===== src/rtl/bus_resp_pkg.sv =====
package bus_resp_pkg;
   localparam int unsigned BYTE_W = 8;

   typedef enum logic [1:0] {
      XF_NONE = 2'd0,
      XF_IN   = 2'd1,
      XF_OUT  = 2'd2,
      XF_BYTE = 2'd3
   } xfer_kind_e;

   function automatic xfer_kind_e classify(input logic din, input logic dout, input logic bytew);
      if (dout && bytew) return XF_BYTE;
      if (dout)          return XF_OUT;
      if (din)           return XF_IN;
      return XF_NONE;
   endfunction
endpackage


===== src/rtl/bus_addr_decode.sv =====
module bus_addr_decode #(
   parameter int unsigned DW       = 16,
   parameter int unsigned NDEV     = 4,
   parameter int unsigned BLK_BITS = 4,
   parameter logic [NDEV-1:0][DW-1:0] DEV_BASE = '0
) (
   input  logic [DW-1:0]   addr_i,
   output logic [NDEV-1:0] match_o
);
   localparam int unsigned CMP_W = DW - BLK_BITS;

   if (BLK_BITS >= DW) begin : g_bad_blk
      $error("BLK_BITS must be below DW");
   end

   for (genvar d = 0; d < NDEV; d++) begin : g_dev
      for (genvar e = d + 1; e < NDEV; e++) begin : g_uniq
         if (DEV_BASE[d][DW-1:BLK_BITS] == DEV_BASE[e][DW-1:BLK_BITS]) begin : g_overlap
            $error("device regions overlap");
         end
      end
      logic [CMP_W-1:0] tag;
      assign tag        = DEV_BASE[d][DW-1:BLK_BITS];
      assign match_o[d] = (addr_i[DW-1:BLK_BITS] == tag);
   end
endmodule


===== src/rtl/bus_timeout_ctr.sv =====
module bus_timeout_ctr #(
   parameter int unsigned LIMW = 8
) (
   input  logic            clk,
   input  logic            rst_n,
   input  logic            run_i,
   input  logic [LIMW-1:0] limit_i,
   output logic            expired_o
);
   logic [LIMW-1:0] cnt_q;

   always_ff @(posedge clk or negedge rst_n) begin
      if (!rst_n)              cnt_q <= '0;
      else if (!run_i)         cnt_q <= '0;
      else if (cnt_q < limit_i) cnt_q <= cnt_q + 1'b1;
   end

   assign expired_o = (cnt_q >= limit_i);


   cnt_clear_chk: assert property (@(posedge clk) disable iff (!rst_n)
      !run_i |=> (cnt_q == '0));
endmodule


===== src/rtl/bus_err_status.sv =====
module bus_err_status #(
   parameter int unsigned DW = 16
) (
   input  logic          clk,
   input  logic          rst_n,
   input  logic          set_i,
   input  logic [DW-1:0] addr_i,
   input  logic          clr_i,
   output logic          err_o,
   output logic [DW-1:0] addr_o
);
   logic          err_q;
   logic [DW-1:0] addr_q;

   always_ff @(posedge clk or negedge rst_n) begin
      if (!rst_n) begin
         err_q  <= 1'b0;
         addr_q <= '0;
      end else begin
         if (set_i)      err_q <= 1'b1;
         else if (clr_i) err_q <= 1'b0;
         if (set_i && !err_q) addr_q <= addr_i;
      end
   end

   assign err_o  = err_q;
   assign addr_o = addr_q;


   err_sticky_chk: assert property (@(posedge clk) disable iff (!rst_n)
      (err_q && !clr_i) |=> (err_q && $stable(addr_q)));
endmodule


===== src/rtl/bus_reply_ctrl.sv =====
module bus_reply_ctrl #(
   parameter int unsigned DW         = 16,
   parameter int unsigned NDEV       = 4,
   parameter int unsigned BLK_BITS   = 4,
   parameter int unsigned LIMW       = 8,
   parameter int unsigned TO_DEFAULT = 64,
   parameter bit          READY_REG  = 1'b0,
   parameter logic [NDEV-1:0][DW-1:0] DEV_BASE =
      {16'h3000, 16'h2000, 16'h1000, 16'h0040}
) (
   input  logic            clk,
   input  logic            rst_n,
   input  logic [DW-1:0]   bus_ad_i,
   input  logic            sync_i,
   input  logic            din_i,
   input  logic            dout_i,
   input  logic            wtbt_i,
   input  logic [NDEV-1:0] dev_ready_i,
   input  logic            err_clr_i,
   input  logic            cfg_we_i,
   input  logic [LIMW-1:0] cfg_limit_i,
   output logic            reply_o,
   output logic [NDEV-1:0] dev_sel_o,
   output logic [DW-1:0]   addr_o,
   output logic [DW-1:0]   wdata_o,
   output logic            bus_err_o,
   output logic [DW-1:0]   err_addr_o
);
   import bus_resp_pkg::*;

   localparam int unsigned HI_W = DW - BYTE_W;
   localparam logic [LIMW-1:0] LIM_RST = LIMW'(TO_DEFAULT);

   if (NDEV < 1)                   begin : g_chk_ndev $error("NDEV must be at least 1"); end
   if (DW <= BYTE_W)               begin : g_chk_dw   $error("DW must exceed a byte"); end
   if (TO_DEFAULT < 1)             begin : g_chk_to0  $error("TO_DEFAULT must be positive"); end
   if (TO_DEFAULT >= (1 << LIMW))  begin : g_chk_to1  $error("TO_DEFAULT exceeds LIMW"); end

   // cycle start and address capture
   logic            sync_q;
   logic            sync_rise;
   logic [DW-1:0]   addr_q;
   logic [NDEV-1:0] match;
   logic [NDEV-1:0] sel_q;

   assign sync_rise = sync_i && !sync_q;

   bus_addr_decode #(
      .DW(DW), .NDEV(NDEV), .BLK_BITS(BLK_BITS), .DEV_BASE(DEV_BASE)
   ) u_dec (
      .addr_i (bus_ad_i),
      .match_o(match)
   );

   always_ff @(posedge clk or negedge rst_n) begin
      if (!rst_n) begin
         sync_q <= 1'b0;
         addr_q <= '0;
         sel_q  <= '0;
      end else begin
         sync_q <= sync_i;
         if (sync_rise) begin
            addr_q <= bus_ad_i;
            sel_q  <= match;
         end else if (!sync_i) begin
            sel_q  <= '0;
         end
      end
   end

   // ready strobe path: direct or one register stage
   logic [NDEV-1:0] ready_s;
   if (READY_REG) begin : g_rdy_reg
      logic [NDEV-1:0] rdy_q;
      always_ff @(posedge clk or negedge rst_n) begin
         if (!rst_n) rdy_q <= '0;
         else        rdy_q <= dev_ready_i;
      end
      assign ready_s = rdy_q;
   end else begin : g_rdy_dir
      assign ready_s = dev_ready_i;
   end

   // timeout limit register
   logic [LIMW-1:0] limit_q;
   always_ff @(posedge clk or negedge rst_n) begin
      if (!rst_n)        limit_q <= LIM_RST;
      else if (cfg_we_i) limit_q <= cfg_limit_i;
   end

   logic expired;
   bus_timeout_ctr #(.LIMW(LIMW)) u_to (
      .clk      (clk),
      .rst_n    (rst_n),
      .run_i    (sync_i),
      .limit_i  (limit_q),
      .expired_o(expired)
   );

   // reply generation
   logic xfer;
   logic ready_hit;
   logic to_hit;
   logic reply_q;

   assign xfer      = din_i || dout_i;
   assign ready_hit = sync_q && sync_i && |(sel_q & ready_s);
   assign to_hit    = sync_q && sync_i && xfer && expired && !reply_q && !ready_hit;

   always_ff @(posedge clk or negedge rst_n) begin
      if (!rst_n) reply_q <= 1'b0;
      else        reply_q <= xfer && (reply_q || ready_hit || to_hit);
   end

   bus_err_status #(.DW(DW)) u_err (
      .clk   (clk),
      .rst_n (rst_n),
      .set_i (to_hit),
      .addr_i(addr_q),
      .clr_i (err_clr_i),
      .err_o (bus_err_o),
      .addr_o(err_addr_o)
   );

   // outgoing data with byte-write upper clearing
   xfer_kind_e kind;
   assign kind = classify(din_i, dout_i, wtbt_i);

   always_comb begin
      wdata_o = bus_ad_i;
      if (kind == XF_BYTE) wdata_o[DW-1:BYTE_W] = '0;
   end

   assign reply_o   = reply_q;
   assign dev_sel_o = sel_q;
   assign addr_o    = addr_q;


   addr_cap_chk: assert property (@(posedge clk) disable iff (!rst_n)
      (sync_i && !sync_q) |=> (addr_o == $past(bus_ad_i)));

   sel_onehot_chk: assert property (@(posedge clk) disable iff (!rst_n)
      $onehot0(dev_sel_o));

   sel_clear_chk: assert property (@(posedge clk) disable iff (!rst_n)
      !sync_i |=> (dev_sel_o == '0));

   reply_drop_chk: assert property (@(posedge clk) disable iff (!rst_n)
      (!din_i && !dout_i) |=> !reply_o);

   byte_zero_chk: assert property (@(posedge clk) disable iff (!rst_n)
      (dout_i && wtbt_i) |-> (wdata_o[DW-1:BYTE_W] == '0 && wdata_o[BYTE_W-1:0] == bus_ad_i[BYTE_W-1:0]));

   err_on_reply_chk: assert property (@(posedge clk) disable iff (!rst_n)
      $rose(bus_err_o) |-> $rose(reply_o));
endmodule


===== config.mk =====
export PLATFORM = sky130hd
export DESIGN_NAME = bus_reply_ctrl
export DESIGN_NICKNAME = d
export VERILOG_FILES = /design/src/rtl/bus_resp_pkg.sv /design/src/rtl/bus_addr_decode.sv /design/src/rtl/bus_timeout_ctr.sv /design/src/rtl/bus_err_status.sv /design/src/rtl/bus_reply_ctrl.sv
export SDC_FILE = /design/constraint.sdc
export NUM_CORES = 1
export LEC_CHECK = 0
export ABC_AREA = 1
export BUFFER_PORTS_ARGS = -buffer_cell sky130_fd_sc_hd__buf_2
export CAP_MARGIN = 20
export CORE_MARGIN = 4
export CORE_UTILIZATION = 45
export CTS_CLUSTER_DIAMETER = 40
export DETAILED_ROUTE_END_ITERATION = 7
export PLACE_DENSITY = 0.81
export REMOVE_ABC_BUFFERS = 1
export SYNTH_ARGS = -nofsm -noshare
export SYNTH_HDL_FRONTEND = slang
export SYNTH_SLANG_ARGS = --single-unit

===== constraint.sdc =====
create_clock -name clk -period 1.8 [get_ports clk]
set_input_delay 0.09 -clock clk [delete_from_list [all_inputs] [get_ports clk]]
set_output_delay 0.09 -clock clk [all_outputs]
set_load 0.01 [all_outputs]

==> out/qor.yml <==
avgSynthCellArea_um2: 8.47
place_hpwl_um: 4850
cts_tree: "built"
max-vdd-ir-drop_mv: 0.529
grt_overflow: 0
clockPowerShare: 0.269
rr_startpoint: "u_to.cnt_q[5]$_DFFE_PN0P_"
cts_buffer_depth: 2
hold_path_class: "in2reg"
htreeDepth: 2
synthCells: 322
numClockSinks: 55
yosysUniqueCellTypes: 32
seq_area_frac_synth: 0.505
drc: 0
ff2ff_path_depth: 8
fin_crit_ns: 1.84
start_util: 0.464
r2r_slack_ns: -0.04
power.internal_w: 0.00210
slew_violations: 0
cp-end-kind: "register"
seq_power_share: 0.501
max_slew_margin: 0.673
holdPathEnd: "addr_o[3]$_DFFE_PN0P_"
core_area_um2: 5890
p_per_area_nw_per_um2: 856
fin_ws_ns: -0.0369
syn_area_um2: 2730
yosys.area.top_type: "dfrtp_1"
worst_r2r_endpoint: "u_err.addr_o[4]$_DFFE_PN0P_"
yosys_warnings: 0
insertedDiodeCount: 0
finalSetupViolations: 6
cap_violations: 0
p_switching_w: 0.000934
io_pins: 90
gp_congestion: 0.791
vias: 2523
fmaxAchievable_mhz: 544
cts.clk_slew.worst_paths_ns: 0.10
drt_first_iter_violations: 156
tns_ns: -0.0770
ant_nets: 0
finalClockSkew_ns: 0.0104
layout.nets: 465
violations: "negative hold slack, negative setup slack"
critPathKind: "reg2reg"
period_share: 1.02
hp-start: "bus_ad_i[3]"
die_y_um: 85.9
dr.pass1.iters: 4
path_cells: "ha_1 -> nand2_1 -> nor2_4 -> nand4_4 -> nand3_4 -> nand3_4 -> nand2_2 -> nand2_1"
wirelength_um: 7100
cts_root_buf: "clkbuf_8"
synth.top_cells.by_area: "dfrtp_1 50%, nand2_1 15%, inv_1 4.3%, o21ai_0 4.2%, ha_1 4.1%"
rsz0062_at_grt: "true"
drive_gt1_frac: 0.337
grt_max_degree: 56
io_buffers: 89
power.total_w: 0.00304
final_cell_mix: "96 x nand2_1, 89 x buf_2, 53 x dfrtp_1, 29 x inv_1, 22 x o21ai_0"
combPwrFrac: 0.231
cts_buffers: 5
crit_slowest_cell: "dfrtp_2"
wl_per_cell_um: 14.3
synth_top_cell_area_share: 0.495
path_max_fanout: 8
worstMarginPinSlew_ns: 0.486
worstPathRequired_ns: 2.00
min_delay_path_depth: 3
cellLeakagePower_nw: 2.00
grt_pass1_vias: 2264
area_growth_pct: 30.1
insertion_delay_ns: 0.31
antenna_found_initial: 0
swShare: 0.307
status: "complete, but fails checks"
cp-start-kind: "register"
die_area_um2: 7370
mostFrequentLayoutCell: "nand2_1"
cp_data_arrival_time_ns: 2.03
hold_slack_ns: -0.00387
vias_per_cell: 5.09
grt_pass1_wl_um: 10400
fillers: 485
ys_ff_latch: 55
critPathMaxStageDelay_ns: 0.45
die_w_um: 85.9
hold_viol_final: 1
rows: 28
grt_usage: 0.176
==> per-stage QoR <==
| step | instance area [um2] | worst slack (ns) | cells | utilization |
|---|---|---|---|---|
| after floorplan | 2610 | 0.120 | 306 | - |
| after global placement | 3200 | 0.0883 | 474 | 0.543 |
| after detailed placement | 3200 | 0.0103 | 474 | 0.543 |
| after CTS | 3360 | -0.000862 | 487 | 0.571 |
| after global routing | 3550 | -0.105 | 496 | 0.603 |
| final | 3550 | -0.0369 | 496 | 0.603 |
==> Yosys cell counts <==
cell type,instances
a21boi_0,1
a21o_1,1
a21oi_1,3
buf_2,2
buf_4,8
buf_6,2
clkbuf_1,2
clkbuf_4,2
clkinv_1,1
clkinv_4,1
dfrtp_1,54
dfstp_2,1
ha_1,9
inv_1,31
inv_2,2
inv_4,1
mux2_2,1
nand2_1,107
nand2_2,2
nand3_1,12
nand3_4,2
nand4_1,18
nand4_2,1
nand4_4,1
nor2_1,21
nor2_2,3
nor2_4,1
nor3_1,3
nor4_1,2
o21ai_0,23
or2_1,1
xor2_1,3
==> state kept, by name (all words and copies together) (netlist names) <==
name / cells
sync_q: 1
addr_o: 16
u_to.cnt_q: 8
dev_sel_o: 4
u_err.addr_o: 16
limit_q: 8
reply_o: 1
u_err.err_o: 1
==> repair_timing <==
action | CTS | global route
setup buffers | 0 | 5
gates cloned | 0 | 3
pin swaps | 0 | 9
hold endpoints to repair | 58 | 1
setup endpoints to repair | 1 | 23
hold buffers | 5 | 1
resized for setup | 0 | 26
==> worst max-delay path, delay by kind of cell, from the launching register on <==
| family | cells | cell delay (ns) |
|---|---|---|
| adder cells (fa/ha/maj) | 1 | 0.32 |
| flip-flops | 1 | 0.45 |
| AND/OR/NAND/NOR | 7 | 0.95 |
==> layer usage <==
layer	routed length [um]	GRT usage
met5	0	0
met4	224	0.0604
met3	453	0.0336
met2	3610	0.292
met1	2810	0.230
==> power by group through the flow <==
| stage | combinational (W) | clock (W) | sequential (W) |
|---|---|---|---|
| floorplan | 0.000236 | 0 | 0.00158 |
| global placement | 0.000602 | 0 | 0.00153 |
| detailed placement | 0.000625 | 0 | 0.00153 |
| CTS | 0.000636 | 0.000819 | 0.00151 |
| global route | 0.000778 | 0.000880 | 0.00154 |
| finish | 0.000702 | 0.000816 | 0.00152 |
==> worst max-delay path by stage <==
stage / from / endpoint / slack (ns) / cells past startpoint
6_report: u_to.cnt_q[5]$_DFFE_PN0P_ / u_err.addr_o[4]$_DFFE_PN0P_ / -0.04 / 8
3_3_place_gp: limit_q[6]$_DFFE_PN1P_ / u_to.cnt_q[3]$_DFFE_PN0P_ / 0.09 / 10
3_5_place_dp: limit_q[6]$_DFFE_PN1P_ / u_err.addr_o[7]$_DFFE_PN0P_ / 0.01 / 9
4_1_cts: limit_q[6]$_DFFE_PN1P_ / u_err.addr_o[14]$_DFFE_PN0P_ / -0.0009 / 9
5_1_grt: u_to.cnt_q[5]$_DFFE_PN0P_ / u_err.addr_o[4]$_DFFE_PN0P_ / -0.10 / 8
2_1_floorplan: limit_q[6]$_DFFE_PN1P_ / u_err.addr_o[0]$_DFFE_PN0P_ / 0.12 / 9
==> final cells by class <==
| cell class | count | area, um2 | area share |
|---|---|---|---|
| clock buffer | 5 | 68.8 | 0.0194 |
| clock inverter | 3 | 43.8 | 0.0123 |
| inverter | 36 | 145 | 0.0409 |
| multi-input combinational | 217 | 1200 | 0.338 |
| sequential | 55 | 1380 | 0.388 |
| tap | 75 | 93.8 | 0.0264 |
| timing repair buffer | 105 | 618 | 0.174 |
==> cells by family (layout without fill, tap and decap cells) <==
group           after synthesis  count (layout)  share of synthesized area
fa+ha+maj                     9               9                     0.0413
buf+inv                      52             149                     0.0945
compound gates               28              28                     0.0532
xor+xnor                      3               3                    0.00963
simple gates                174             176                      0.293
flops                        55              55                      0.505
mux                           1               1                    0.00413
No activity file was read; power rests on OpenSTA's default activity.
